[config.mk]
export PLATFORM = sky130hd
export DESIGN_NAME = i2c_bus_mon
export DESIGN_NICKNAME = d
export VERILOG_FILES = /design/src/rtl/i2c_mon_pkg.sv /design/src/rtl/i2c_mon_sync.sv /design/src/rtl/i2c_mon_edges.sv /design/src/rtl/i2c_mon_cond.sv /design/src/rtl/i2c_mon_frame.sv /design/src/rtl/i2c_bus_mon.sv
export SDC_FILE = /design/constraint.sdc
export NUM_CORES = 1
export LEC_CHECK = 0
export BUFFER_PORTS_ARGS = -buffer_cell sky130_fd_sc_hd__buf_2
export CORE_MARGIN = 8
export CORE_UTILIZATION = 51
export DETAILED_ROUTE_END_ITERATION = 7
export GPL_TIMING_DRIVEN = 0
export PLACE_DENSITY = 0.83
export SLEW_MARGIN = 5
export SYNTH_ARGS = -nofsm -noshare
export SYNTH_HDL_FRONTEND = slang
export SYNTH_SLANG_ARGS = --single-unit
[constraint.sdc]
create_clock -name clk_i -period 1.6 [get_ports clk_i]
set_input_delay 0.24 -clock clk_i [delete_from_list [all_inputs] [get_ports clk_i]]
set_output_delay 0.24 -clock clk_i [all_outputs]
set_load 0.02 [all_outputs]
[src/rtl/i2c_mon_pkg.sv]
package i2c_mon_pkg;

  // Two bus wires carried together
  typedef struct packed {
    logic scl;
    logic sda;
  } line_t;

  // Transition flags of one wire between two samples
  typedef struct packed {
    logic rise;
    logic fall;
  } edge_t;

  // Start: data falls while the clock stays high across both samples
  function automatic logic start_seen(edge_t sda_e, logic scl_held_hi);
    return sda_e.fall & scl_held_hi;
  endfunction

  // Stop: data rises while the clock stays high across both samples
  function automatic logic stop_seen(edge_t sda_e, logic scl_held_hi);
    return sda_e.rise & scl_held_hi;
  endfunction

  // Next frame position: rising clock edges advance up to last,
  // the falling edge that closes the last bit returns to zero.
  function automatic int unsigned frame_next(int unsigned pos, edge_t scl_e,
                                             int unsigned last);
    int unsigned nxt;
    nxt = pos;
    if (scl_e.rise && pos < last) nxt = pos + 1;
    else if (scl_e.fall && pos == last) nxt = 0;
    return nxt;
  endfunction

endpackage

[src/rtl/i2c_mon_sync.sv]
module i2c_mon_sync #(
  parameter int unsigned WIDTH  = 2,
  parameter int unsigned STAGES = 2,
  parameter logic [WIDTH-1:0] RST_VAL = '1
) (
  input  logic             clk_i,
  input  logic             rst_ni,
  input  logic [WIDTH-1:0] d_i,
  output logic [WIDTH-1:0] q_o
);

  generate
    if (STAGES <= 1) begin : g_single
      logic [WIDTH-1:0] stage_q;
      always_ff @(posedge clk_i or negedge rst_ni) begin
        if (!rst_ni) stage_q <= RST_VAL;
        else         stage_q <= d_i;
      end
      assign q_o = stage_q;
    end else begin : g_chain
      logic [STAGES-1:0][WIDTH-1:0] chain_q;
      always_ff @(posedge clk_i or negedge rst_ni) begin
        if (!rst_ni) chain_q <= {STAGES{RST_VAL}};
        else         chain_q <= {chain_q[STAGES-2:0], d_i};
      end
      assign q_o = chain_q[STAGES-1];
    end
  endgenerate

endmodule

[src/rtl/i2c_mon_edges.sv]
module i2c_mon_edges
  import i2c_mon_pkg::*;
(
  input  logic  clk_i,
  input  logic  rst_ni,
  input  line_t cur_i,
  output edge_t scl_e_o,
  output edge_t sda_e_o,
  output logic  scl_held_hi_o
);

  line_t prv_q;

  always_ff @(posedge clk_i or negedge rst_ni) begin
    if (!rst_ni) prv_q <= '{scl: 1'b1, sda: 1'b1};
    else         prv_q <= cur_i;
  end

  assign scl_e_o.rise  =  cur_i.scl & ~prv_q.scl;
  assign scl_e_o.fall  = ~cur_i.scl &  prv_q.scl;
  assign sda_e_o.rise  =  cur_i.sda & ~prv_q.sda;
  assign sda_e_o.fall  = ~cur_i.sda &  prv_q.sda;
  assign scl_held_hi_o =  cur_i.scl &  prv_q.scl;

endmodule

[src/rtl/i2c_mon_cond.sv]
module i2c_mon_cond
  import i2c_mon_pkg::*;
(
  input  logic  clk_i,
  input  logic  rst_ni,
  input  logic  en_i,
  input  edge_t sda_e_i,
  input  logic  scl_held_hi_i,
  output logic  start_hit_o,
  output logic  stop_hit_o,
  output logic  busy_q_o,
  output logic  start_q_o,
  output logic  stop_q_o
);

  assign start_hit_o = en_i & start_seen(sda_e_i, scl_held_hi_i);
  assign stop_hit_o  = en_i & stop_seen(sda_e_i, scl_held_hi_i);

  always_ff @(posedge clk_i or negedge rst_ni) begin
    if (!rst_ni) begin
      busy_q_o  <= 1'b0;
      start_q_o <= 1'b0;
      stop_q_o  <= 1'b0;
    end else begin
      start_q_o <= start_hit_o;
      stop_q_o  <= stop_hit_o;
      if (!en_i)            busy_q_o <= 1'b0;
      else if (start_hit_o) busy_q_o <= 1'b1;
      else if (stop_hit_o)  busy_q_o <= 1'b0;
    end
  end

endmodule

[src/rtl/i2c_mon_frame.sv]
module i2c_mon_frame
  import i2c_mon_pkg::*;
#(
  parameter int unsigned FRAME_BITS = 9,
  localparam int unsigned CW = $clog2(FRAME_BITS + 1)
) (
  input  logic          clk_i,
  input  logic          rst_ni,
  input  logic          en_i,
  input  logic          busy_i,
  input  logic          restart_i,
  input  edge_t         scl_e_i,
  input  logic          sda_i,
  input  logic          dma_on_ack_i,
  output logic [CW-1:0] pos_o,
  output logic          ack_hit_o,
  output logic          nack_hit_o,
  output logic          ack_q_o,
  output logic          nack_q_o,
  output logic          dma_q_o
);

  localparam logic [CW-1:0] LAST     = CW'(FRAME_BITS);
  localparam logic [CW-1:0] PRE_LAST = CW'(FRAME_BITS - 1);

  logic          tracking;
  logic [CW-1:0] pos_q;
  logic [CW-1:0] pos_nxt;

  assign tracking   = en_i & busy_i;
  assign nack_hit_o = tracking & scl_e_i.rise & (pos_q == PRE_LAST) & sda_i;
  assign ack_hit_o  = tracking & scl_e_i.fall & (pos_q == LAST) & ~sda_i;
  assign pos_nxt    = CW'(frame_next(int'(pos_q), scl_e_i, FRAME_BITS));

  always_ff @(posedge clk_i or negedge rst_ni) begin
    if (!rst_ni) begin
      pos_q    <= '0;
      ack_q_o  <= 1'b0;
      nack_q_o <= 1'b0;
      dma_q_o  <= 1'b0;
    end else begin
      ack_q_o  <= ack_hit_o;
      nack_q_o <= nack_hit_o;
      dma_q_o  <= ack_hit_o & dma_on_ack_i;
      if (!en_i || restart_i) pos_q <= '0;
      else if (busy_i)        pos_q <= pos_nxt;
    end
  end

  assign pos_o = pos_q;

endmodule

[src/rtl/i2c_bus_mon.sv]
module i2c_bus_mon
  import i2c_mon_pkg::*;
#(
  parameter int unsigned SYNC_STAGES = 2,
  parameter int unsigned FRAME_BITS  = 9,
  localparam int unsigned CW = $clog2(FRAME_BITS + 1)
) (
  input  logic clk_i,
  input  logic rst_ni,
  input  logic en_i,
  input  logic dma_on_ack_i,
  input  logic scl_i,
  input  logic sda_i,
  output logic start_o,
  output logic stop_o,
  output logic busy_o,
  output logic ack_o,
  output logic nack_o,
  output logic dma_req_o
);

  line_t         raw_line;
  line_t         sync_line;
  edge_t         scl_edge;
  edge_t         sda_edge;
  logic          scl_held_hi;
  logic          start_hit;
  logic          stop_hit;
  logic          ack_hit;
  logic          nack_hit;
  logic [CW-1:0] frame_pos;

  assign raw_line = '{scl: scl_i, sda: sda_i};

  i2c_mon_sync #(
    .WIDTH  (2),
    .STAGES (SYNC_STAGES),
    .RST_VAL(2'b11)
  ) u_sync (
    .clk_i (clk_i),
    .rst_ni(rst_ni),
    .d_i   (raw_line),
    .q_o   (sync_line)
  );

  i2c_mon_edges u_edges (
    .clk_i        (clk_i),
    .rst_ni       (rst_ni),
    .cur_i        (sync_line),
    .scl_e_o      (scl_edge),
    .sda_e_o      (sda_edge),
    .scl_held_hi_o(scl_held_hi)
  );

  i2c_mon_cond u_cond (
    .clk_i        (clk_i),
    .rst_ni       (rst_ni),
    .en_i         (en_i),
    .sda_e_i      (sda_edge),
    .scl_held_hi_i(scl_held_hi),
    .start_hit_o  (start_hit),
    .stop_hit_o   (stop_hit),
    .busy_q_o     (busy_o),
    .start_q_o    (start_o),
    .stop_q_o     (stop_o)
  );

  i2c_mon_frame #(
    .FRAME_BITS(FRAME_BITS)
  ) u_frame (
    .clk_i       (clk_i),
    .rst_ni      (rst_ni),
    .en_i        (en_i),
    .busy_i      (busy_o),
    .restart_i   (start_hit | stop_hit),
    .scl_e_i     (scl_edge),
    .sda_i       (sync_line.sda),
    .dma_on_ack_i(dma_on_ack_i),
    .pos_o       (frame_pos),
    .ack_hit_o   (ack_hit),
    .nack_hit_o  (nack_hit),
    .ack_q_o     (ack_o),
    .nack_q_o    (nack_o),
    .dma_q_o     (dma_req_o)
  );

endmodule

==> Word-level counts from Yosys, hierarchy flattened <==
Cells that the tools add are included.
{ "totals": {"reg_bits": 16, "inputBits": 6, "output_inout_bits": 6, "wordCells": 52} }
{ "classes": {"add_sub_neg": 1, "n_lt_le_gt_ge": 1, "n_eq_ne": 3, "muxes": 7, "bitwise_logic": 22, "n_reduce_logical": 7} }
{ "op_table": {"columns": ["cell", "count"], "rows": [
  ["$and 1x1->1", 17],
  ["$mux 4", 4],
  ["$eq 4x4->1 const B", 2],
  ["$add 4x1->4 const B", 1],
  ["$lt 4x4->1 const B", 1],
  ["$not 1->1", 4],
  ["$mux 1", 3],
  ["$ne 3x1->1 const B", 1],
  ["$reduce_bool 3->1", 1],
  ["$logic_and 1x1->1", 2],
  ["$reduce_and 2->1", 1],
  ["$reduce_bool 2->1", 1],
  ["$logic_not 1->1", 1],
  ["$logic_or 1x1->1", 1],
  ["$or 1x1->1", 1]
]} }

==> Depth between registers and ports, before layout <==
Gate-level depths: netlist (run 1).
{ "logic_depth": {"depth_word": 8, "mapped_depth": 6, "depth_no_buf": 6} }

==> Hierarchy <==
From an unflattened synthesis (run 1), not the netlist that was laid out.
{ "hier_totals": {"hier_cells": 62, "area_unflattened_um2": 760.7} }
{ "by_module_without_submodules": {"columns": ["module", "n_inst", "cells_each", "area_per_inst_um2", "seq_area_each_um2"], "rows": [
  ["i2c_mon_frame", 1, 41, 440.4, 175.2],
  ["i2c_mon_sync", 1, 6, 120.1, 105.1],
  ["i2c_mon_cond", 1, 7, 106.4, 75.1],
  ["i2c_mon_edges", 1, 7, 87.6, 52.6],
  ["i2c_bus_mon", 1, 1, 6.3, 0.0]
]} }

==> Worst setup path before layout (run 1) <==
Ideal clock, no wire load.
{ "synth_timing": {"path_type": "register -> register", "from": "reg u_frame.pos_q[0], in the netlist u_frame.pos_o[0]", "to": "reg u_frame.pos_q[2], in the netlist u_frame.pos_o[2]", "setup_time_ns": 0.137, "t_arrival_ns": 1.149, "required_ns": 1.463, "slack_ns": 0.314, "stages_incl_launch_ff": 7, "path_buffers": 0, "synth_period_minus_slack_ns": 1.286, "cell_sequence": "dfrtp_1 -> inv_1 -> ha_1 -> nand2b_1 -> a211oi_1 -> xnor2_1 -> nor2_1"} }
{ "synth_between": {"elab_chain_cells": 5, "elab_cells_between_ends": 10, "cone_classes": "add/sub: 1; order compare: 1; eq/ne: 1; mux: 3; reduce/logical: 4"} }
{ "synth_rtl": {"columns": ["element", "line_no", "rtl"], "rows": [
  ["start: declaration", "i2c_mon_frame.sv:27", "logic [CW-1:0] pos_q;"],
  ["start signal: assignment", "i2c_mon_frame.sv:46", "else if (busy_i) pos_q <= pos_nxt;"],
  ["$lt 4x4->1", "i2c_mon_pkg.sv:31", "if (scl_e.rise && pos < last) nxt = pos + 1;"],
  ["$logic_and 1x1->1", "i2c_mon_pkg.sv:31", null],
  ["$mux 4", "i2c_mon_pkg.sv:31", null],
  ["$mux 4", "i2c_mon_frame.sv:46", null],
  ["$mux 4", "i2c_mon_frame.sv:45", "if (!en_i || restart_i) pos_q <= '0;"]
]} }
Parallel ways exist; a longest one is shown, timed or not. The select of a mux whose other input is x is not followed.
A chain may end at the register's enable or synchronous reset.

==> Worst setup path in the final report (run 1) <==
Same ends and word-level chain as after synthesis.

==> results of run 1 <==
[area by class of cell]
cell class              count  share of cell area (%)
well taps                  15                    2.40
repair buffers             12                    8.31
multi-input cells          34                    30.7
flip-flops and latches     16                    52.1
clock buffers               4                    4.63
inverters                   4                    1.92
[power breakdown]
part,internal (mW),switching (mW),total [mW]
clock network,0.139,0.126,0.265
logic,0.0139,0.0190,0.0329
registers,0.420,0.0100,0.430
[worst register-to-register path, cell delays in order (launching register included)]
cell	delay [ps]
dfrtp_1	430
inv_1	100
ha_1	150
nand2b_1	100
a211oi_1	320
xnor2_1	160
nor2_1	50
[metal layers]
metal	vias to the layer above	global-route usage [%]	part of all wire, %
li1	217	-	-
met1	225	9.85	39
met2	15	16.6	50
met3	5	4.56	6.4
met4	0	11.5	4.7
met5	-	0	0
[kinds of logic (layout without fill, tap and decap cells)]
family                   after synthesis  in the layout  synth area share [%]
flip-flops                            16             16                  61.5
AND/OR/NAND/NOR                       20             20                  19.8
XOR/XNOR                               2              2                  2.64
buffers and inverters                  4             20                  2.26
AO/OA/AOI/OAI                          9              9                  8.11
adder cells (fa/ha/maj)                3              3                  5.66
[per-stage QoR]
step,hold WS (ps),worst slack [ps],cell area [µm²]
after floorplan,-55.6,314,663
after global placement,155,208,737
after detailed placement,160,172,737
after CTS,25.8,145,783
after global routing,13.4,29.0,783
final,37.3,161,783
[sequential cells by signal, summed over array words and instances (netlist names)]
| name | flops |
|---|---|
| u_sync.q_o | 2 |
| u_frame.dma_q_o | 1 |
| u_frame.ack_q_o | 1 |
| u_edges.prv_q | 2 |
| u_frame.pos_o | 4 |
| u_cond.busy_q_o | 1 |
| u_cond.stop_q_o | 1 |
| u_cond.start_q_o | 1 |
| u_frame.nack_q_o | 1 |
| u_sync.g_chain.chain_q | 2 |
[synth_stat cells]
master / number / area, µm²
nand3b_1: 1 / 7.51
dfrtp_1: 10 / 250
nor3b_1: 1 / 7.51
and3_1: 1 / 6.26
xnor2_1: 2 / 17.5
a21o_2: 1 / 8.76
nor2_1: 1 / 3.75
o21ai_0: 2 / 10.0
a21oi_1: 4 / 20.0
nand3b_4: 1 / 20.0
nand2_1: 4 / 15.0
nor3_1: 2 / 10.0
ha_1: 3 / 37.5
nand3_1: 5 / 25.0
and2_1: 1 / 6.26
inv_1: 4 / 15.0
and4b_2: 1 / 11.3
nor3b_2: 1 / 12.5
nand2b_1: 1 / 6.26
o21bai_1: 1 / 7.51
a211oi_1: 1 / 7.51
dfstp_2: 6 / 158
[final timing paths]
check / to / slack, ps / cells past startpoint
max: u_frame.pos_o[2]$_DFFE_PN0P_ / 160 / 6
min: u_sync.g_chain.chain_q[1]$_DFF_PN1_ / 40 / 1
max reg2reg: u_frame.pos_o[2]$_DFFE_PN0P_ / 160 / 6
min reg2reg: u_sync.q_o[1]$_DFF_PN1_ / 360 / 0
max in group asynchronous: u_edges.prv_q[1]$_DFF_PN1_ / 940 / 2
min in group asynchronous: u_cond.start_q_o$_DFF_PN0_ / 370 / 2
[placed cells by master (no fill, tap or decap), drive strengths merged]
| master | n |
|---|---|
| clkbuf | 4 |
| and2 | 1 |
| buf | 11 |
| xnor2 | 2 |
| and3 | 1 |
| and4b | 1 |
| o21bai | 1 |
| nand2 | 4 |
| nand3 | 5 |
| o21ai | 2 |
| nand3b | 2 |
| inv | 4 |
| dfstp | 6 |
| a21o | 1 |
| dlygate4sd3 | 1 |
| ha | 3 |
| nor2 | 1 |
| nand2b | 1 |
| a211oi | 1 |
| nor3b | 2 |
| nor3 | 2 |
| dfrtp | 10 |
| a21oi | 4 |
[repair_timing]
action / CTS / global route
setup endpoints to repair: 0 / 0
buffers inserted: 0 / 0
endpoints found under the hold margin: 10 / 0
hold buffers: 1 / 0
==> results_dict.tcl, run 1 <==
set metrics [dict create \
    status "finished clean" \
    fmax_ghz 0.695 \
    cp-startpoint "u_frame.pos_o[0]$_DFFE_PN0P_" \
    tns_ps 0 \
    firstDrtPassIters 4 \
    die_area_um2 2710 \
    finalClockSkew_ps 1.91 \
    ys_seq_area_share_pct 61.5 \
    numCtsBuffers 3 \
    multi_input_area_um2 240 \
    holdCritPathClass "in2reg" \
    die_width_um 52.1 \
    core_area_um2 1250 \
    antenna_left 0 \
    endpoint_kind "flop" \
    finalNetCount 80 \
    critPathKind "reg2reg" \
    crit_path_top_delay_cell "dfrtp_1" \
    cp-start-kind "flop" \
    syn-cell-area_um2 663 \
    tightest_slew_ps 589 \
    tritoncts "done" \
    syn_inst 54 \
    routed_wl_um 1160 \
    drtIter0Drc 8 \
    rsz0062_at_grt "false" \
    timing_hold_violations_final 0 \
    syn_avg_cell_area_um2 12.3 \
    gp_congestion 0.852 \
    cp_top_family "flip-flops" \
    crit_chain "inv_1 > ha_1 > nand2b_1 > a211oi_1 > xnor2_1 > nor2_1" \
    grt_pass1_vias 487 \
    grt_overflow 0 \
    synth_seq_cells 16 \
    clk_pin_slew_worst_paths_ps 90 \
    max_stage_delay_ps 430 \
    drc 0 \
    hpwl_um 873 \
    fin_crit_ps 1440 \
    clkSinkCount 16 \
    start_util_pct 52.9 \
    leakagePower_nw 0.378 \
    setup_viol 0 \
    r2r_start "u_frame.pos_o[0]$_DFFE_PN0P_" \
    grt_usage_pct 10.7 \
    die_h_um 52.1 \
    cts_resized 0 \
    yosysWarnings 0 \
    antenna_found_initial 0 \
    crit_required_ps 1760 \
    io_pins 12 \
    synth_cell_types 22 \
    grt_max_degree 17 \
    htreeDepth 1 \
    finalCritPeriodShare_pct 89.9 \
    drv_cap 0 \
    synth_fp_nets 63 \
    place_inst 80 \
    fin_cells 85 \
    max-vdd-ir-drop_uv 674 \
    clock_latency_ps 290 \
    wl_per_cell_um 13.7 \
    via_per_inst 5.44 \
    syn_to_final_growth_pct 18.1 \
    grt_pass1_wl_um 2030 \
    num_vias 462 \
    drv_slew 0 \
    crit_fanout 5 \
    powerDensity_nw_per_um2 930 \
    clockRootBuffer "clkbuf_4" \
    n_antenna_cell 0 \
    total_power_uw 728 \
    rows 13 \
    relSlewSlack_pct 60.3 \
    io_buffers 11 \
    final.fill_count 95 \
    regArea_um2 408 \
    crit_arrival_ps 1600 \
    drive_gt1_share_pct 35.7 \
    min_from "scl_i" \
    crit_buf_inv 1 \
    clockBufferDepth 2 \
    fin_util_pct 62.5 \
]
Power figures use the tool's default switching activity.
==> inputs of run 2 (changes only) <==
ABC_AREA = 1   (was unset)
CORE_UTILIZATION = 52   (was 51)
PLACE_DENSITY = 0.84   (was 0.83)
==> results_dict.tcl, run 2 <==
set metrics [dict create \
    fin_util_pct 64.5 \
    start_util_pct 55.3 \
    syn-cell-area_um2 719 \
    drtIter0Drc 15 \
    clock_latency_ps 290 \
    cts_hold_buffers 1 \
    drv_slew 0 \
    status "finished clean" \
    die_h_um 53.2 \
    synth_seq_cells 16 \
    holdCritPathClass "in2reg" \
    setup_viol 0 \
    layout_common_cells "16 x nand2_1, 13 x inv_1, 11 x nand3_1, 11 x buf_2, 10 x dfrtp_1" \
    clockBufferDepth 2 \
    total_power_uw 727 \
    crit_arrival_ps 1560 \
    syn_inst 77 \
    core_area_um2 1300 \
    rsz0062_at_grt "false" \
    synthTopCellsByCount "16 x nand2_1, 13 x inv_1, 11 x nand3_1" \
    leakagePower_nw 0.478 \
    synth_top_area_share_pct 34.8 \
    finalCritPeriodShare_pct 83.7 \
    num_vias 547 \
    post-cts-setup-buffer-count 0 \
    die_area_um2 2830 \
    synthTopCellsByArea "dfrtp_1 35%, dfstp_2 22%, nand2_1 8.3%" \
    clkSinkCount 16 \
    firstDrtPassIters 4 \
    syn_to_final_growth_pct 16.7 \
    syn_avg_cell_area_um2 9.34 \
    fin_crit_ps 1340 \
    tightest_slew_ps 326 \
    io_pins 12 \
    powerDensity_nw_per_um2 865 \
    grt_overflow 0 \
    grt_max_degree 17 \
    crit_chain "inv_1 > ha_1 > nand2_1 > nand2_1 > nand2_2 > nand2_2 > inv_2 > nand3_1 > nand2_1" \
    relSlewSlack_pct 78.3 \
    timing_hold_violations_final 0 \
    layout_setup_ws_ps 262 \
    final_common_cell "nand2_1" \
    grt_pass1_vias 558 \
    routed_wl_um 1280 \
    yosysMostFrequentCell "nand2_1" \
    die_width_um 53.2 \
    antenna_left 0 \
    drive_gt1_share_pct 31.2 \
    dpl_worst_slack_ps 299 \
    clk_pin_slew_worst_paths_ps 90 \
    via_per_inst 5.06 \
    max-vdd-ir-drop_uv 768 \
    hpwl_um 1010 \
    largest_reg_flops 4 \
    cts_resized 0 \
    n_antenna_cell 0 \
    rows 13 \
    crit_path_top_delay_cell "dfrtp_1" \
    antenna_found_initial 0 \
    grt_pass1_wl_um 2220 \
    htreeDepth 1 \
    tns_ps 0 \
    wl_per_cell_um 11.8 \
    async_reset_ff_share_pct 100 \
    synth_cell_types 18 \
    ys_seq_area_share_pct 56.7 \
    synth_fp_nets 86 \
    crit_fanout 7 \
    synth-edff-count 0 \
    numCtsBuffers 3 \
    grt_usage_pct 11.3 \
    whs_ps 46.3 \
    clockRootBuffer "clkbuf_4" \
    max_stage_delay_ps 470 \
    gp_congestion 0.864 \
    drv_cap 0 \
    cp-start-kind "flop" \
    finalNetCount 103 \
    finalClockSkew_ps 8.85 \
    tritoncts "done" \
    synth_ff_type "dfrtp_1" \
    cp_common_cell "nand2_1" \
    endpoint_kind "flop" \
    io_buffers 11 \
    crit_required_ps 1830 \
    fmax_ghz 0.747 \
    drc 0 \
    yosysWarnings 0 \
    critPathKind "reg2reg" \
    synth_top_area_cell "dfrtp_1" \
]
==> run 2: power breakdown <==
| part | switching (mW) | total, mW | internal [mW] |
|---|---|---|---|
| Clock | 0.119 | 0.258 | 0.139 |
| Combinational | 0.0275 | 0.0411 | 0.0137 |
| Sequential | 0.00750 | 0.428 | 0.420 |
==> run 2: stage by stage <==
step / std cells / cell area, µm²
after floorplan: 77 / 719
after global placement: 103 / 793
after detailed placement: 103 / 793
after CTS: 108 / 840
after global routing: 108 / 840
final: 108 / 840
==> run 2: per-layer routing <==
metal	share of wire [%]	routed length [µm]	up-vias	global-route usage [%]
met2	51	654	15	19.3
met3	7.3	93	6	6.16
met5	0	0	-	0
met4	3.6	46	0	8.40
met1	38	485	256	9.44
li1	-	-	270	-
==> run 2: cell families after synthesis <==
| logic type | Yosys count | synth area share (%) |
|---|---|---|
| AND/OR/NAND/NOR | 42 | 28.9 |
| flip-flops | 16 | 56.7 |
| buffers and inverters | 14 | 7.30 |
| adder cells (fa/ha/maj) | 3 | 5.22 |
| AO/OA/AOI/OAI | 1 | 0.695 |
| XOR/XNOR | 1 | 1.22 |
==> run 2: worst max-delay path: cells and delay by family, from the launching register on <==
| family | cells | cell delay [ps] |
|---|---|---|
| adder cells (fa/ha/maj) | 1 | 210 |
| buffers and inverters | 2 | 140 |
| flip-flops | 1 | 470 |
| AND/OR/NAND/NOR | 6 | 450 |
==> run 2: path summary, 6_finish.rpt <==
path / end / slack [ps] / start / depth (start not counted)
worst max-delay path: u_frame.pos_o[1]$_DFFE_PN0P_ / 260 / u_frame.pos_o[0]$_DFFE_PN0P_ / 9
worst min-delay path: u_sync.g_chain.chain_q[1]$_DFF_PN1_ / 50 / scl_i / 1
worst max register to register: u_frame.pos_o[1]$_DFFE_PN0P_ / 260 / u_frame.pos_o[0]$_DFFE_PN0P_ / 9
worst min register to register: u_sync.q_o[0]$_DFF_PN1_ / 360 / u_sync.g_chain.chain_q[0]$_DFF_PN1_ / 0
max in group asynchronous: u_edges.prv_q[1]$_DFF_PN1_ / 930 / rst_ni / 2
min in group asynchronous: u_cond.start_q_o$_DFF_PN0_ / 360 / rst_ni / 2
==> run 2: final cells by class <==
cell class                 count  area (µm²)
clock buffer                   4        36.3
fill                         108         462
inverter                      14        52.6
multi-input combinational     47         259
sequential                    16         408
tap                           15        18.8
timing repair buffer          12        65.1
==> inputs of run 3 (changes only) <==
clock period = 1.34 ns   (was 1.6 ns; I/O delays follow)
==> results_dict.tcl, run 3 (synthesis gave the netlist of run 2 again) <==
set metrics [dict create \
    leakagePower_nw 0.504 \
    fmax_ghz 0.783 \
    die_width_um 53.2 \
    endpoint_kind "flop" \
    num_vias 580 \
    grt_pass1_vias 564 \
    grt_pass1_wl_um 2240 \
    cp_top_family "simple AND/OR/NAND/NOR gates" \
    grt_overflow 0 \
    dpl_worst_slack_ps 38.5 \
    via_per_inst 5.09 \
    n_antenna_cell 0 \
    tightest_slew_ps 331 \
    clk_pin_slew_worst_paths_ps 90 \
    core_area_um2 1300 \
    largest_reg_flops 4 \
    max_stage_delay_ps 570 \
    clockBufferDepth 2 \
    layout_common_cells "15 x nand2_1, 13 x inv_1, 11 x nand3_1, 11 x buf_2, 9 x dfrtp_1" \
    finalNetCount 109 \
    sequentialPowerShare_pct 57.7 \
    fin_cells 114 \
    htreeDepth 1 \
    clkSinkCount 16 \
    die_area_um2 2830 \
    crit_chain "nor2_1 > nand2_1 > nand2_2 > nor2_4 > nand3_1 > nand2_1" \
    max-vdd-ir-drop_uv 928 \
    clock_latency_ps 290 \
    final_common_cell "nand2_1" \
    drv_cap 0 \
    antenna_found_initial 0 \
    crit_fanout 5 \
    die_h_um 53.2 \
    tritoncts "done" \
    crit_required_ps 1570 \
    finalClockSkew_ps 8.70 \
    io_buffers 11 \
    numCtsBuffers 3 \
    place_inst 103 \
    cp-start-kind "flop" \
    routed_wl_um 1430 \
    layout_setup_ws_ps 62.4 \
    gp_congestion 0.864 \
    path_depth 6 \
    comb_power_share_pct 7.1 \
    crit_arrival_ps 1510 \
    wl_per_cell_um 12.6 \
    syn_to_final_growth_pct 25.4 \
    drive_gt1_share_pct 35.4 \
    grt_usage_pct 11.4 \
    antenna_left 0 \
    p_clk_share_pct 35.2 \
    io_pins 12 \
    swShare_pct 21.8 \
    holdCritPathClass "in2reg" \
    cp-startpoint "u_sync.q_o[0]$_DFF_PN1_" \
    crit_buf_inv 0 \
    firstDrtPassIters 4 \
    r2r_start "u_sync.q_o[0]$_DFF_PN1_" \
    rr_worst_depth 6 \
    grt_max_degree 17 \
    powerDensity_nw_per_um2 980 \
    total_power_uw 884 \
    hpwl_um 1010 \
    min_from "dma_on_ack_i" \
    finalCritPeriodShare_pct 95.3 \
    setup_viol 0 \
    critPathKind "reg2reg" \
    fin_crit_ps 1280 \
    hold_path_depth 2 \
    rows 13 \
    crit_path_top_delay_cell "dfstp_2" \
    timing_hold_violations_final 0 \
    drc 0 \
    relSlewSlack_pct 77.9 \
    clockRootBuffer "clkbuf_4" \
    drtIter0Drc 2 \
    cp_common_cell "nand2_1" \
    status "finished clean" \
    drv_slew 0 \
    start_util_pct 55.3 \
    p_int_uw 691 \
    p_sw_uw 192 \
]
-- run 3: changes by cell type in the layout (fill, tap and decap cells not counted) --
cell           before  now
nand2_1            16   15
nor2_2              2    1
nand2_2             2    3
dlygate4sd3_1       1    3
buf_4               0    3
nor2_4              1    3
dfrtp_2             0    1
dfrtp_1            10    9
-- run 3: power by group through the flow --
stage	sequential, mW	combinational [mW]	clock, mW
finish	0.510	0.0625	0.311
global route	0.512	0.0698	0.340
CTS	0.511	0.0543	0.323
detailed placement	0.519	0.0479	0
global placement	0.519	0.0461	0
floorplan	0.520	0.0225	0
-- run 3: worst paths after layout --
| kind | endpoint | slack [ps] |
|---|---|---|
| max in group asynchronous | u_edges.prv_q[1]$_DFF_PN1_ | 710 |
| min reg2reg | u_sync.q_o[0]$_DFF_PN1_ | 360 |
| min in group asynchronous | u_cond.start_q_o$_DFF_PN0_ | 320 |
| max reg2reg | u_frame.pos_o[1]$_DFFE_PN0P_ | 60 |
| min | u_frame.dma_q_o$_DFF_PN0_ | 130 |
| max | u_frame.pos_o[1]$_DFFE_PN0P_ | 60 |
-- run 3: final cells by class --
cell class	count	area, µm²
fill	100	399
multi-input combinational	48	278
tap	15	18.8
timing repair buffer	17	108
sequential	16	409
clock buffer	4	36.3
inverter	14	52.6
-- run 3: layer usage --
| metal | track usage (%) | vias to the layer above | wire length [µm] |
|---|---|---|---|
| met5 | 0 | - | 0 |
| met4 | 8.40 | 0 | 46 |
| met3 | 6.16 | 6 | 92 |
| met2 | 19.7 | 13 | 762 |
| met1 | 9.44 | 278 | 533 |
| li1 | - | 283 | - |
-- run 3: worst register-to-register path: cells and delay by family, from the launching register on --
family,cells,cell delay (ps)
flip-flops,1,570
AND/OR/NAND/NOR,6,660
-- run 3: stage by stage --
| stage | cell area [µm²] | hold WS [ps] | utilization (%) | setup TNS, ps |
|---|---|---|---|---|
| final | 902 | 127 | 69.3 | 0 |
| after global routing | 902 | 134 | 69.3 | -2.76 |
| after CTS | 860 | 120 | 66.1 | 0 |
| after detailed placement | 793 | 120 | 61.0 | 0 |
| after global placement | 793 | 114 | 61.0 | 0 |
| after floorplan | 719 | -94.6 | - | 0 |
-- run 3: timing repair --
action | CTS | global route
setup buffers | 0 | 3
hold endpoints to repair | 12 | 0
hold buffers | 3 | 0
setup endpoints to repair | 0 | 4
resized for setup | 0 | 4
